`src/rtl/prbs_pkg.sv`:
```
package prbs_pkg;
    localparam int unsigned MAX_STAGES = 32;
    localparam int unsigned SEL_BITS   = $clog2(MAX_STAGES);
    typedef logic [MAX_STAGES-1:0] stage_vec_t;
    typedef logic [SEL_BITS-1:0]   stage_idx_t;
endpackage

```
`src/rtl/prbs_stage_reg.sv`:
```
module prbs_stage_reg #(
    parameter int unsigned N_STAGES = 32
) (
    input  logic                clk,
    input  logic                rst_n,
    input  logic                adv,
    input  logic [N_STAGES-1:0] mask,
    output logic [N_STAGES-1:0] stages
);
    logic [N_STAGES-1:0] tapped;
    logic                fb_bit;

    genvar gi;
    generate
        for (gi = 0; gi < N_STAGES; gi++) begin : g_tap
            assign tapped[gi] = stages[gi] & mask[gi];
        end
    endgenerate

    assign fb_bit = ~(^tapped);

    always_ff @(posedge clk) begin
        if (!rst_n) begin
            stages <= '0;
        end else if (adv) begin
            stages <= {stages[N_STAGES-2:0], fb_bit};
        end
    end

    p_shift_r3: assert property (@(posedge clk) disable iff (!rst_n)
        adv |=> stages[N_STAGES-1:1] == $past(stages[N_STAGES-2:0]));

    p_feedback_r3: assert property (@(posedge clk) disable iff (!rst_n)
        adv |=> stages[0] == ~(^($past(stages) & $past(mask))));

    p_idle_hold_r2: assert property (@(posedge clk) disable iff (!rst_n)
        !adv |=> $stable(stages));
endmodule

```
`src/rtl/prbs_stage_mux.sv`:
```
module prbs_stage_mux #(
    parameter int unsigned N_STAGES = 32,
    localparam int unsigned SEL_W   = $clog2(N_STAGES)
) (
    input  logic [N_STAGES-1:0] stages,
    input  logic [SEL_W-1:0]    sel,
    output logic                picked
);
    always_comb begin
        picked = 1'b0;
        for (int k = 0; k < N_STAGES; k++) begin
            if (sel == SEL_W'(k)) picked = stages[k];
        end
    end
endmodule

```
`src/rtl/prbs_spreader.sv`:
```
module prbs_spreader
    import prbs_pkg::*;
(
    input  logic        clk,
    input  logic        rst_n,
    input  logic        chip_en,
    input  logic [31:0] tap_mask,
    input  logic [4:0]  stage_sel,
    input  logic        data_in,
    input  logic        data_vld,
    output logic        chip_out,
    output logic        chip_vld
);
    stage_vec_t stage_q;
    logic       sel_chip;

    prbs_stage_reg #(.N_STAGES(MAX_STAGES)) u_reg (
        .clk    (clk),
        .rst_n  (rst_n),
        .adv    (chip_en),
        .mask   (tap_mask),
        .stages (stage_q)
    );

    prbs_stage_mux #(.N_STAGES(MAX_STAGES)) u_mux (
        .stages (stage_q),
        .sel    (stage_sel),
        .picked (sel_chip)
    );

    always_ff @(posedge clk) begin
        if (!rst_n) begin
            chip_out <= 1'b0;
            chip_vld <= 1'b0;
        end else if (chip_en) begin
            chip_out <= data_in ^ sel_chip;
            chip_vld <= data_vld;
        end
    end

    p_hold_r2: assert property (@(posedge clk) disable iff (!rst_n)
        !chip_en |=> $stable(chip_out) && $stable(chip_vld));

    p_valid_r6: assert property (@(posedge clk) disable iff (!rst_n)
        chip_en |=> chip_vld == $past(data_vld));

    p_spread_r5: assert property (@(posedge clk) disable iff (!rst_n)
        chip_en |=> chip_out == ($past(data_in) ^ $past(sel_chip)));
endmodule

```
`config.mk`:
```
export PLATFORM = sky130hd
export DESIGN_NAME = prbs_spreader
export DESIGN_NICKNAME = d
export VERILOG_FILES = /design/src/rtl/prbs_pkg.sv /design/src/rtl/prbs_stage_reg.sv /design/src/rtl/prbs_stage_mux.sv /design/src/rtl/prbs_spreader.sv
export SDC_FILE = /design/constraint.sdc
export NUM_CORES = 1
export LEC_CHECK = 0
export CORE_ASPECT_RATIO = 1.2
export CORE_MARGIN = 2
export CORE_UTILIZATION = 55
export DETAILED_ROUTE_END_ITERATION = 10
export DONT_BUFFER_PORTS = 1
export GPL_ROUTABILITY_DRIVEN = 0
export HOLD_SLACK_MARGIN = 0.05
export PLACE_DENSITY_LB_ADDON = 0.15
export SLEW_MARGIN = 15
export SYNTH_ARGS = -nofsm -noshare
export SYNTH_HDL_FRONTEND = slang
export SYNTH_SLANG_ARGS = --single-unit
```
`constraint.sdc`:
```
create_clock -name clk -period 2.8 [get_ports clk]
set_input_delay 0.14 -clock clk [delete_from_list [all_inputs] [get_ports clk]]
set_output_delay 0.14 -clock clk [all_outputs]
set_load 0.01 [all_outputs]
```
## After elaboration in Yosys (flattened, before gate mapping)

Cells that the tools add are included.

| word-level totals | value |
|---|---|
| ROM bits | 0 |
| memories kept | 0 |
| bits in writable memories | 0 |
| word-level logic and storage cells | 102 |
| bits of input ports | 42 |
| bits in registers | 34 |
| latch bits | 0 |

| operators by class | value |
|---|---|
| shift-type cells | 0 |
| add/subtract/negate cells | 0 |
| eq/ne operators | 31 |
| div/mod/pow operators | 0 |
| $lt $le $gt $ge | 0 |
| bitwise operators | 34 |
| reduce and logical (&&, ||, !) cells | 2 |
| multiplexer cells | 32 |
| $mul | 0 |

Operators with widths:

| operator | number |
|---|---|
| $eq A5 B5 Y1 const B | 16 |
| $eq A5 B4 Y1 const B | 8 |
| $and A1 B1 Y1 | 32 |
| $mux W1 | 32 |
| $reduce_xor A32 Y1 | 1 |
| $eq A5 B3 Y1 const B | 4 |
| $eq A5 B2 Y1 const B | 2 |
| $eq A5 B1 Y1 const B | 1 |
| $logic_not A5 Y1 | 1 |
| $not A1 Y1 | 1 |
| $xor A1 B1 Y1 | 1 |

## Logic depth before layout (Yosys ltp)

Gate-level depths: netlist (run 1).

| depth | value |
|---|---|
| depth in word-level cells | 34 |
| gate-level depth with buffers | 10 |
| mapped depth without buffers | 8 |

## By module

Synthesis (run 1) repeated with hierarchy kept, for this count alone.

| unflattened totals | value |
|---|---|
| cells, all modules | 247 |
| area, all modules | 2,179.6 sq um |

Modules (own cells, without submodules):

| module | times used | area each (sq um) | cells each |
|---|---|---|---|
| prbs_stage_reg | 1 | 1,576.5 | 166 |
| prbs_stage_mux | 1 | 528.0 | 74 |
| prbs_spreader | 1 | 75.1 | 7 |

## Worst setup path before layout (run 1)

Ideal clock, no wire load.

| path | value |
|---|---|
| path type | reg2reg |
| start point | register u_reg.stages[12] |
| end point | register chip_out |
| slack | 1,031 ps |
| arrival | 1,625 ps |
| clock period less this slack | 1,769 ps |
| stages on the path, launching flop included | 9 |
| buffers on the path | 0 |
| required time | 2,656 ps |
| cells stage by stage | dfxtp_1 or4b_1 o31ai_1 a21oi_1 o211a_1 o311ai_1 a21boi_2 xnor2_1 a21oi_1 |

| between the ends | value |
|---|---|
| longest elaborated chain between the ends | 21 |

RTL lines:

| item | line | text |
|---|---|---|
| from (decl) | prbs_stage_reg.sv:8 | `output logic [N_STAGES-1:0] stages` |
| from (signal assigned) | prbs_stage_reg.sv:26 | `stages <= {stages[N_STAGES-2:0], fb_bit};` |
| $mux W1 (20 in series) | prbs_stage_mux.sv:12 | `if (sel == SEL_W'(k)) picked = stages[k];` |
| $xor A1 B1 Y1 | prbs_spreader.sv:36 | `chip_out <= data_in ^ sel_chip;` |
| to (signal assigned) | prbs_spreader.sv:36 |  |
| to (decl) | prbs_spreader.sv:11 | `output logic chip_out,` |

Every way passes these cells.
A chain may end at the register's enable or synchronous reset.

## Worst setup path after layout (run 1)

Ends and elaborated chain as after synthesis.

==> results by group, run 1 <==
Status
  – Status: completed

STA
  – Worst clock skew: 0.00375 ns
  – Slew @ Worst Pin: 0.919 ns
  – Fin crit period: 2.41 ns
  – Max_slew headroom: 0.385
  – Fmax: 415 MHz
  – RSZ-0062 raised after global routing: no
  – Final Max Slew Viols: 0
  – Fin crit share: 0.861
  – Setup TNS: 0 ns
  – Endpoints failing setup: 0
  – Final hold vios: 0

Run
  – Max-cap violation count: 0

CTS
  – Clk root buf: clkbuf_8
  – Setup bufs post-CTS: 0
  – CTS Buf Count: 5
  – Worst skew pair latency: 0.28 ns
  – Clock edge transition at the registers on the reported setup and hold paths: 0.07 ns
  – H-tree Lvls: 2
  – Maximum clock path buffer count: 2
  – Post-cts gate resize count: 0
  – Clock Sink Count: 34
  – CTS tree: done

Final layout
  – Fraction of layout cells with a size suffix above 1: 0.0556
  – Most frequent cells in the layout: mux2i_1, nand2_1, nor2b_1, dfxtp_1, xnor2_1
  – Area grow syn2layout: 4.91%
  – Diode count: 0
  – Commonest non-fill, non-tap cell in the layout: mux2i_1
  – Nets: 295

Hold path
  – Hold depth: 2
  – Hold/Removal Path Class: primary input to flip-flop
  – Min-delay src: chip_en
  – Hold Path End: u_reg.stages[19]

Power and ir drop
  – Sw Pwr: 0.000220 W
  – Int Power: roughly 0.00073 W
  – P_leak: ~0.83 nW
  – Pwr Density: 405 mW/mm^2
  – Switching part of the total: 0.230
  – Reg power frac: 0.519
  – Total power: roughly 0.00095 W
  – Clock power share: 0.377
  – Combinational fraction of design power: 0.104
  – Peak VDD IR: 285 uV

GRT
  – Total Routing Usage GR: 0.232
  – Global-route wire length before repair: 8260 um
  – Vias in the first global route: roughly 1600
  – Initial antenna violation count: 0
  – Largest net degree at the start of global routing: 34
  – Total grt overflow: 0

Yosys
  – Most common flop cell mapped by yosys: dfxtp_1
  – Synth Instances: 256
  – Mean post-synth cell area: just under 9 um^2
  – Synth Cell Area: roughly 0.0022 mm^2
  – Cell variety after synth: 45
  – Syn. warnings: 0
  – Post-synth EDFFs: 0
  – Async SR Flop Fraction: 0
  – Synth Register Bits: 34
  – Sequential area share after synthesis: 0.304
  – Net Count, Synth: 298

Floorplan
  – Die area: around 0.0046 mm^2
  – Die Wd: 62.3 um
  – Cell row count: 25
  – Initial core utilization: 0.569
  – DIE HEIGHT: around 74 um
  – Num ports: 44
  – CORE AREA: just under 0.004 mm^2

Route
  – Via/cell ratio: 5.72
  – DRC: 0
  – ANT nets after route: 0
  – Vias: 1749
  – Detailed Route Iter0 Violations: 90
  – Routed length per placed instance: 16.7 um
  – First-pass DRT Iterations: 4
  – Routed WL: 5120 um

Placed design
  – Hpwl dp: between 3000 and 4000 um
  – IO Port Bufs: 0

Worst setup path
  – Startpoint type of the worst setup path: flip-flop
  – Worst R2R End: chip_out
  – RR Startpoint: u_reg.stages[12]
  – Setup slack, reg-to-reg: 0.39 ns
  – Crit path largest cell delay: 0.56 ns
  – Critical Path RT: 2.98 ns
  – CP Cell Sequence: or4b_1 -> o31ai_1 -> a21oi_1 -> o211a_1 -> o311ai_1 -> a21boi_2 -> xnor2_1 -> a21oi_1 -> dlygate4sd3_1
  – Crit path from: u_reg.stages[12]
  – CP max FO: 5
  – Most frequent CP cell: a21oi_1
  – Worst path slowest cell: dlygate4sd3_1
  – CP endpoint kind: flip-flop
  – WP data arrival: approximately 2.6 ns
  – R2R cell count: 9
  – Critical path class: flip-flop to flip-flop
timing repair:
item                                    CTS  global route
hold buffers                              5             0
endpoints found under the setup margin    0             0
endpoints found under the hold margin    34             0
synth_stat cells, types with 2 or more instances:
cell | n | area (um^2)
o21ai_0 | 6 | 30.0
a2bb2oi_1 | 2 | 17.5
inv_1 | 5 | 18.8
xnor2_1 | 25 | 219
nor4_1 | 2 | 12.5
o2bb2ai_1 | 2 | 17.5
mux2_2 | 2 | 22.5
nand2_1 | 37 | 139
buf_1 | 2 | 7.51
nand2b_1 | 2 | 12.5
nand3_1 | 4 | 20.0
clkbuf_1 | 5 | 18.8
dfxtp_1 | 34 | 681
nor2_1 | 8 | 30.0
mux2i_1 | 39 | 390
buf_6 | 5 | 56.3
buf_2 | 2 | 10.0
xor2_1 | 8 | 70.1
a21oi_1 | 7 | 35.0
nor2b_1 | 34 | 213
how the worst max path moves through the flow:
stage | slack (ns) | cells after the start | endpoint
after global placement | 0.97 | 8 | chip_out
final | 0.39 | 9 | chip_out
after floorplan | 1.03 | 8 | chip_out
after global routing | 0.21 | 9 | chip_out
after CTS | 0.38 | 9 | chip_out
after detailed placement | 0.95 | 8 | chip_out
logic make-up (layout without fill, tap and decap cells):
family,after synthesis,after routing,share of synthesized area
and+or+nand+nor,96,96,0.226
muxes,41,41,0.184
AOI/OAI and AO/OA,32,32,0.104
buffers and inverters,20,16,0.0530
DFF,34,34,0.304
xor gates and xnor gates,33,33,0.129
critical path, delay by kind of cell, from the launching register on:
kind | cells | cell delay [ns]
compound gates | 6 | 0.75
xor+xnor | 1 | 0.14
buf+inv | 1 | 0.56
flops | 1 | 0.34
simple gates | 1 | 0.52
sequential cells by signal, summed over array words and instances, names as in the netlist:
| signal | cells |
|---|---|
| u_reg.stages | 32 |
| chip_vld | 1 |
| chip_out | 1 |
power by group through the flow:
stage,combinational (W),clock (W),sequential [W]
detailed placement,0.0000738,0,0.000506
global placement,0.0000731,0,0.000505
finish,0.0000988,0.000359,0.000495
floorplan,0.000102,0,0.000504
CTS,0.0000991,0.000367,0.000494
global route,0.000107,0.000382,0.000495
final cells by class:
cell class | count | area [um^2]
Clock buffer | 6 | 82.6
Fill cell | 387 | 1590
Inverter | 5 | 18.8
Multi-Input combinational cell | 202 | 1440
Sequential cell | 34 | 681
Tap cell | 54 | 67.6
Timing Repair Buffer | 5 | 60.1
metal layers:
layer / vias up / global-route usage / part of all wire
li1: 865 / - / -
met1: 824 / 0.297 / 0.45
met2: 55 / 0.391 / 0.47
met3: 5 / 0.0484 / 0.063
met4: 0 / 0.0889 / 0.011
met5: - / 0 / 0
per-stage QoR:
step	std cells	hold WS [ns]	worst slack, ns	instance area, um^2	util
after global placement	295	0.239	0.972	2210	0.561
after CTS	306	0.0528	0.378	2350	0.597
after detailed placement	295	0.248	0.948	2210	0.561
after floorplan	256	0.268	1.03	2240	-
after global routing	306	0.0725	0.215	2350	0.597
final	306	0.0479	0.388	2350	0.597
Note: power is estimated with default switching activity, not from simulation.
==> inputs of run 2 (changes only) <==
--- a/config.mk
+++ b/config.mk
@@ -13,6 +13,8 @@
 export GPL_ROUTABILITY_DRIVEN = 0
 export HOLD_SLACK_MARGIN = 0.05
 export PLACE_DENSITY_LB_ADDON = 0.15
+export REMOVE_ABC_BUFFERS = 1
+export SETUP_SLACK_MARGIN = 0.4
 export SLEW_MARGIN = 15
 export SYNTH_ARGS = -nofsm -noshare
 export SYNTH_HDL_FRONTEND = slang
==> constraint.sdc (replaced) <==
create_clock -name clk -period 2 [get_ports clk]
set_input_delay 0.1 -clock clk [delete_from_list [all_inputs] [get_ports clk]]
set_output_delay 0.1 -clock clk [all_outputs]
set_load 0.01 [all_outputs]
==> run 2 against run 1 <==
Against the previous run:
- the run now ends with hold timing left
- combinational power up 32%
- sequential power up 40%
- die area unchanged
- global-route usage up 1.4 points
- wire length up 5.6%
- critical path type unchanged
- critical endpoint unchanged
==> results by group, run 2 (same netlist as run 1, synthesis figures left out) <==
Status
  – Status: finished, violations left
  – Failing checks: hold timing

Route
  – Routed length per placed instance: 16.0 um (-4.4%)
  – Routed WL: 5410 um (+5.6%)
  – Via/cell ratio: 5.46 (-4.4%)
  – ANT nets after route: 0 (unchanged)
  – Vias: 1846 (+5.5%)
  – Detailed Route Iter0 Violations: 51 (-43%)
  – DRC: 0 (unchanged)
  – First-pass DRT Iterations: 4 (unchanged)

Worst setup path
  – Critical path class: flip-flop to flip-flop
  – Crit path from: u_reg.stages[12]
  – CP max FO: 2 (-3)
  – WP data arrival: 1.90 ns (-0.69 ns)
  – RR Startpoint: u_reg.stages[12]
  – Critical Path RT: 2.18 ns (-0.80 ns)
  – R2R cell count: 8 (-1)
  – Worst R2R End: chip_out
  – CP endpoint kind: flip-flop
  – Setup slack, reg-to-reg: 0.27 ns (-0.11 ns)
  – Startpoint type of the worst setup path: flip-flop

Final layout
  – Fillers: 361 (-6.7%)
  – Largest Register: u_reg.stages
  – Area grow syn2layout: 21.1%
  – Post-layout util: 0.689 (+0.0921)
  – Non-Filler Instances: 338 (+10%)
  – Commonest non-fill, non-tap cell in the layout: mux2i_1
  – Fraction of layout cells with a size suffix above 1: 0.113 (+0.0571)
  – Top Registers: u_reg.stages x32, chip_out x1, chip_vld x1
  – Most frequent cells in the layout: mux2i_1, nand2_1, nor2b_1, dlygate4sd3_1, xnor2_1
  – Diode count: 0 (unchanged)
  – Max reg flops: 32 (unchanged)
  – Cell area after layout: 0.00272 mm^2 (+15%)
  – Nets: 327 (+11%)

Hold path
  – Hold/Removal Path Class: primary input to flip-flop
  – Hold depth: 1 (-1)
  – Hold Path End: chip_out
  – Min-delay src: chip_en

Placed design
  – Hpwl dp: 3470 um (-1.1%)
  – Placed Instances: 295 (unchanged)
  – Dpl cell area: 0.00221 mm^2 (unchanged)
  – IO Port Bufs: 0 (unchanged)

CTS
  – CTS tree: done
  – Clock Sink Count: 34 (unchanged)
  – H-tree Lvls: 2 (unchanged)
  – Cts hold-fix bufs: 34 (+29)
  – Maximum clock path buffer count: 2 (unchanged)
  – CTS Buf Count: 5 (unchanged)
  – Worst skew pair latency: 0.29 ns (about the same)
  – Clk root buf: clkbuf_8
  – Clock edge transition at the registers on the reported setup and hold paths: 0.06 ns (about the same)

STA
  – RSZ-0062 raised after global routing: yes
  – Worst clock skew: 0.00205 ns (-0.00170 ns)
  – Hold Slack: -0.0830 ns (-0.131 ns)
  – Fin crit share: 0.863 (+0.00112)
  – Fin crit period: 1.73 ns (-0.687 ns)
  – Slew @ Worst Pin: 0.995 ns (+0.0761 ns)
  – Endpoints failing setup: 0 (unchanged)
  – Max_slew headroom: 0.335 (-0.0509)
  – Fmax: 580 MHz (+40%)
  – Setup TNS: 0 ns (unchanged)
  – Final Max Slew Viols: 0 (unchanged)
  – Final hold vios: 1 (+1)

Power and ir drop
  – Reg power frac: 0.524 (+0.005)
  – Sw Pwr: 0.000294 W (+34%)
  – Clock power share: 0.379 (+0.002)
  – Pwr Density: 488 mW/mm^2 (+20%)
  – Peak VDD IR: 257 uV (-9.7%)
  – Combinational fraction of design power: 0.098 (-0.006)
  – Int Power: 0.00103 W (+40%)
  – Switching part of the total: 0.222 (-0.00819)
  – P_leak: 0.899 nW (+7.8%)

GRT
  – Vias in the first global route: 1851 (+14%)
  – Total grt overflow: 0 (unchanged)
  – Initial antenna violation count: 0 (unchanged)
  – Grt met3 use: 0.0575 (+0.00908)
  – Global-route wire length before repair: 8690 um (+5.3%)
  – Total Routing Usage GR: 0.246 (+0.0139)
  – Met1 Usage GRT: 0.296 (-0.00161)
  – Global Route met2 Usage: 0.441 (+0.0495)
  – Largest net degree at the start of global routing: 36 (+5.9%)
  – GRT busiest layer: met2

Run
  – Max-cap violation count: 0 (unchanged)

Floorplan
  – Die area: 0.00461 mm^2 (unchanged)
  – DIE HEIGHT: 73.9 um (unchanged)
  – Num ports: 44 (unchanged)
  – Cell row count: 25 (unchanged)
  – CORE AREA: 0.00394 mm^2 (unchanged)
  – Initial core utilization: 0.569 (unchanged)
  – Die Wd: 62.3 um (unchanged)
## run 2: metal layers
layer | share of wire | up-vias
met5 | 0 | -
met4 | 0.014 | 0
met3 | 0.039 | 7
met2 | 0.51 | 29
met1 | 0.44 | 883
li1 | - | 927
## run 2: area by class of cell
type,instances,area [um^2],share of cell area
tap,54,67.6,0.0249
clock buffer,6,82.6,0.0304
timing repair buffer,37,367,0.135
sequential,34,693,0.255
multi-input combinational,202,1490,0.547
inverter,5,18.8,0.00691
## run 2: timing repair
action,CTS,global route
buffers inserted,2,1
gates resized for setup,10,10
pin swaps,12,10
hold endpoints to repair,34,2
setup endpoints to repair,2,2
## run 2: worst max-delay path, stage by stage, from the launching register on
cell	delay (ns)
dfxtp_2	0.32
or4b_1	0.46
o31ai_1	0.08
a21oi_1	0.10
o211a_1	0.13
o311ai_2	0.23
a21boi_2	0.09
xnor2_1	0.13
a21oi_1	0.08
## run 2: worst max path at each step
| stage | end |
|---|---|
| finish | chip_out |
| global route | chip_out |
| CTS | chip_out |
| detailed placement | chip_out |
| global placement | chip_out |
| floorplan | chip_out |
## run 2: through the flow
step                      hold slack, ns  power [W]  setup slack (ns)
after floorplan                    0.189   0.000798             0.255
after CTS                        -0.0907    0.00134             0.206
final                            -0.0830    0.00132             0.275
after detailed placement           0.211   0.000811             0.152
after global routing             -0.0911    0.00138             0.161
after global placement             0.199   0.000809             0.182
## run 2: power groups by stage
stage               Sequential [W]  Clock, W  Combinational [W]
finish                    0.000693  0.000501           0.000130
global route              0.000693  0.000543           0.000140
CTS                       0.000693  0.000518           0.000126
detailed placement        0.000708         0           0.000103
global placement          0.000707         0           0.000102
floorplan                 0.000705         0          0.0000931
==> inputs of run 3 (changes only) <==
--- a/config.mk
+++ b/config.mk
@@ -11,7 +11,7 @@
 export DETAILED_ROUTE_END_ITERATION = 10
 export DONT_BUFFER_PORTS = 1
 export GPL_ROUTABILITY_DRIVEN = 0
-export HOLD_SLACK_MARGIN = 0.05
+export HOLD_SLACK_MARGIN = 0.02
 export PLACE_DENSITY_LB_ADDON = 0.15
 export REMOVE_ABC_BUFFERS = 1
 export SETUP_SLACK_MARGIN = 0.4
==> run 3 against run 2 <==
Against the previous run:
- the run now ends clean
- setup slack hardly changed
- first-iteration DRC count rose by 33%
- critical endpoint unchanged
- count of clock-buffer cells in the layout stayed put
- largest power group unchanged
- register-to-register slack barely moved
- sequential share of layout area up 1.4 points
- global-route usage rose by 0.098 points
- largest cell class unchanged
- total power grew 1.3%
- wire length grew 0.11%
- critical path depth unchanged
- via count decreased by 1.6%
==> results by group, run 3 (same netlist as run 1, synthesis figures left out) <==
Worst setup path
  – CP max FO: 2 (unchanged)
  – CP endpoint kind: flip-flop
  – Critical Path RT: 2.18 ns (about the same)
  – Critical path class: flip-flop to flip-flop
  – Most frequent CP cell: a21oi_1
  – Crit path largest cell delay: 0.46 ns (about the same)
  – Startpoint type of the worst setup path: flip-flop
  – CP Cell Sequence: or4b_1 -> o31ai_1 -> a21oi_1 -> o211a_1 -> o311ai_2 -> a21boi_2 -> xnor2_1 -> a21oi_1
  – WP data arrival: 1.90 ns (about the same)
  – Worst path slowest cell: or4b_1
  – Top Family by Delay on Critical Path: compound AO/OA/AOI/OAI gates
  – Critical path buffers and inverters: 0 (unchanged)

STA
  – RSZ-0062 raised after global routing: yes
  – Fmax: 580 MHz (about the same)
  – Final worst slack: 0.275 ns (-0.0000580 ns)
  – Slew @ Worst Pin: 0.982 ns (-0.0129 ns)
  – Endpoints failing setup: 0 (unchanged)
  – Fin crit share: 0.863 (about the same)
  – Max_slew headroom: 0.343 (+0.00862)
  – Worst clock skew: 0.00173 ns (-0.000315 ns)
  – Setup TNS: 0 ns (unchanged)
  – Final hold vios: 0 (-1)
  – Final Max Slew Viols: 0 (unchanged)
  – Fin crit period: 1.73 ns (+0.0000580 ns)

GRT
  – Largest net degree at the start of global routing: 35 (-2.8%)
  – Total grt overflow: 0 (unchanged)
  – Total Routing Usage GR: 0.247 (+0.000984)
  – Vias in the first global route: 1815 (-1.9%)
  – Global-route wire length before repair: 8670 um (-0.32%)
  – Initial antenna violation count: 0 (unchanged)

Floorplan
  – Initial core utilization: 0.569 (unchanged)
  – Die area: 0.00461 mm^2 (unchanged)
  – DIE HEIGHT: 73.9 um (unchanged)
  – CORE AREA: 0.00394 mm^2 (unchanged)
  – Num ports: 44 (unchanged)
  – Cell row count: 25 (unchanged)
  – Die Wd: 62.3 um (unchanged)

CTS
  – Clock Sink Count: 34 (unchanged)
  – H-tree Lvls: 2 (unchanged)
  – Clk root buf: clkbuf_8
  – Clock edge transition at the registers on the reported setup and hold paths: 0.07 ns (about the same)
  – Worst skew pair latency: 0.29 ns (about the same)
  – CTS Buf Count: 5 (unchanged)
  – CTS tree: done
  – Maximum clock path buffer count: 2 (unchanged)

Final layout
  – Diode count: 0 (unchanged)
  – Most frequent cells in the layout: mux2i_1, nand2_1, nor2b_1
  – Top Registers: u_reg.stages x32, chip_out x1, chip_vld x1
  – Commonest non-fill, non-tap cell in the layout: mux2i_1
  – Multi-input logic area: 0.00149 mm^2 (+0.42%)
  – Non-Filler Instances: 323 (-4.4%)
  – Fillers: 373 (+3.3%)
  – Cell area after layout: 0.00258 mm^2 (-4.9%)
  – Largest Register: u_reg.stages
  – Area grow syn2layout: 15.2%
  – Post-layout util: 0.655 (-0.0337)
  – Sequential Area: 694 um^2 (+0.18%)
  – Nets: 312 (-4.6%)
  – Fraction of layout cells with a size suffix above 1: 0.130 (+0.0174)
  – Max reg flops: 32 (unchanged)

Route
  – Routed WL: 5410 um (+0.11%)
  – ANT nets after route: 0 (unchanged)
  – First-pass DRT Iterations: 4 (unchanged)
  – Detailed Route Iter0 Violations: 68 (+33%)
  – Routed length per placed instance: 16.8 um (+4.8%)
  – Vias: 1816 (-1.6%)
  – DRC: 0 (unchanged)
  – Via/cell ratio: 5.62 (+2.9%)

Hold path
  – Hold/Removal Path Class: primary input to flip-flop

Placed design
  – Dpl cell area: 0.00221 mm^2 (unchanged)
  – IO Port Bufs: 0 (unchanged)
  – Place WS: 0.152 ns (unchanged)
  – Hpwl dp: 3470 um (unchanged)
  – Placed Instances: 295 (unchanged)

Power and ir drop
  – P_leak: 0.892 nW (-0.78%)
  – Pwr Density: 520 mW/mm^2 (+6.5%)
  – Peak VDD IR: 266 uV (+3.6%)

Status
  – Status: completed

Run
  – Max-cap violation count: 0 (unchanged)
run 3: power breakdown:
group	internal [W]	switching, W	total [W]
clock	0.000265	0.000240	0.000505
sequential	0.000685	0.00000826	0.000693
combinational	0.0000826	0.0000609	0.000143
total	0.00103	0.000309	0.00134
run 3: through the flow:
step,hold slack (ns),total power (W)
floorplan,0.189,0.000798
global route,0.0394,0.00139
detailed placement,0.211,0.000811
finish,0.0303,0.00134
CTS,0.0242,0.00135
global placement,0.199,0.000809
run 3: final timing paths:
| path | slack, ns | from | endpoint | cells past startpoint |
|---|---|---|---|---|
| worst max-delay path | 0.27 | u_reg.stages[12] | chip_out | 8 |
| worst min-delay path | 0.03 | chip_en | u_reg.stages[8] | 2 |
| worst max register to register | 0.27 | u_reg.stages[12] | chip_out | 8 |
| worst min register to register | 0.54 | u_reg.stages[31] | u_reg.stages[31] | 2 |
run 3: area by class of cell:
| cell class | count | area share |
|---|---|---|
| clock buffer | 6 | 0.0320 |
| inverter | 5 | 0.00727 |
| multi-input combinational | 202 | 0.578 |
| sequential | 34 | 0.269 |
| tap | 54 | 0.0262 |
| timing repair buffer | 22 | 0.0877 |
run 3: what timing repair did:
action,in CTS,in global routing
hold buffers,19,0
setup endpoints to repair,2,2
buffers inserted,2,1
endpoints found under the hold margin,34,0
pin swaps,12,10
gates resized for setup,10,12
run 3: routing by layer:
layer  GRT usage  up-vias  part of all wire
li1            -      901                 -
met1       0.295      864              0.43
met2       0.442       43              0.51
met3      0.0560        8             0.045
met4      0.0914        0             0.018
met5           0        -                 0
run 3: worst register-to-register path, delay by kind of cell (launching register included):
family           cells  cell delay (ns)
AO/OA/AOI/OAI        6             0.71
flip-flops           1             0.32
XOR/XNOR             1             0.13
AND/OR/NAND/NOR      1             0.46
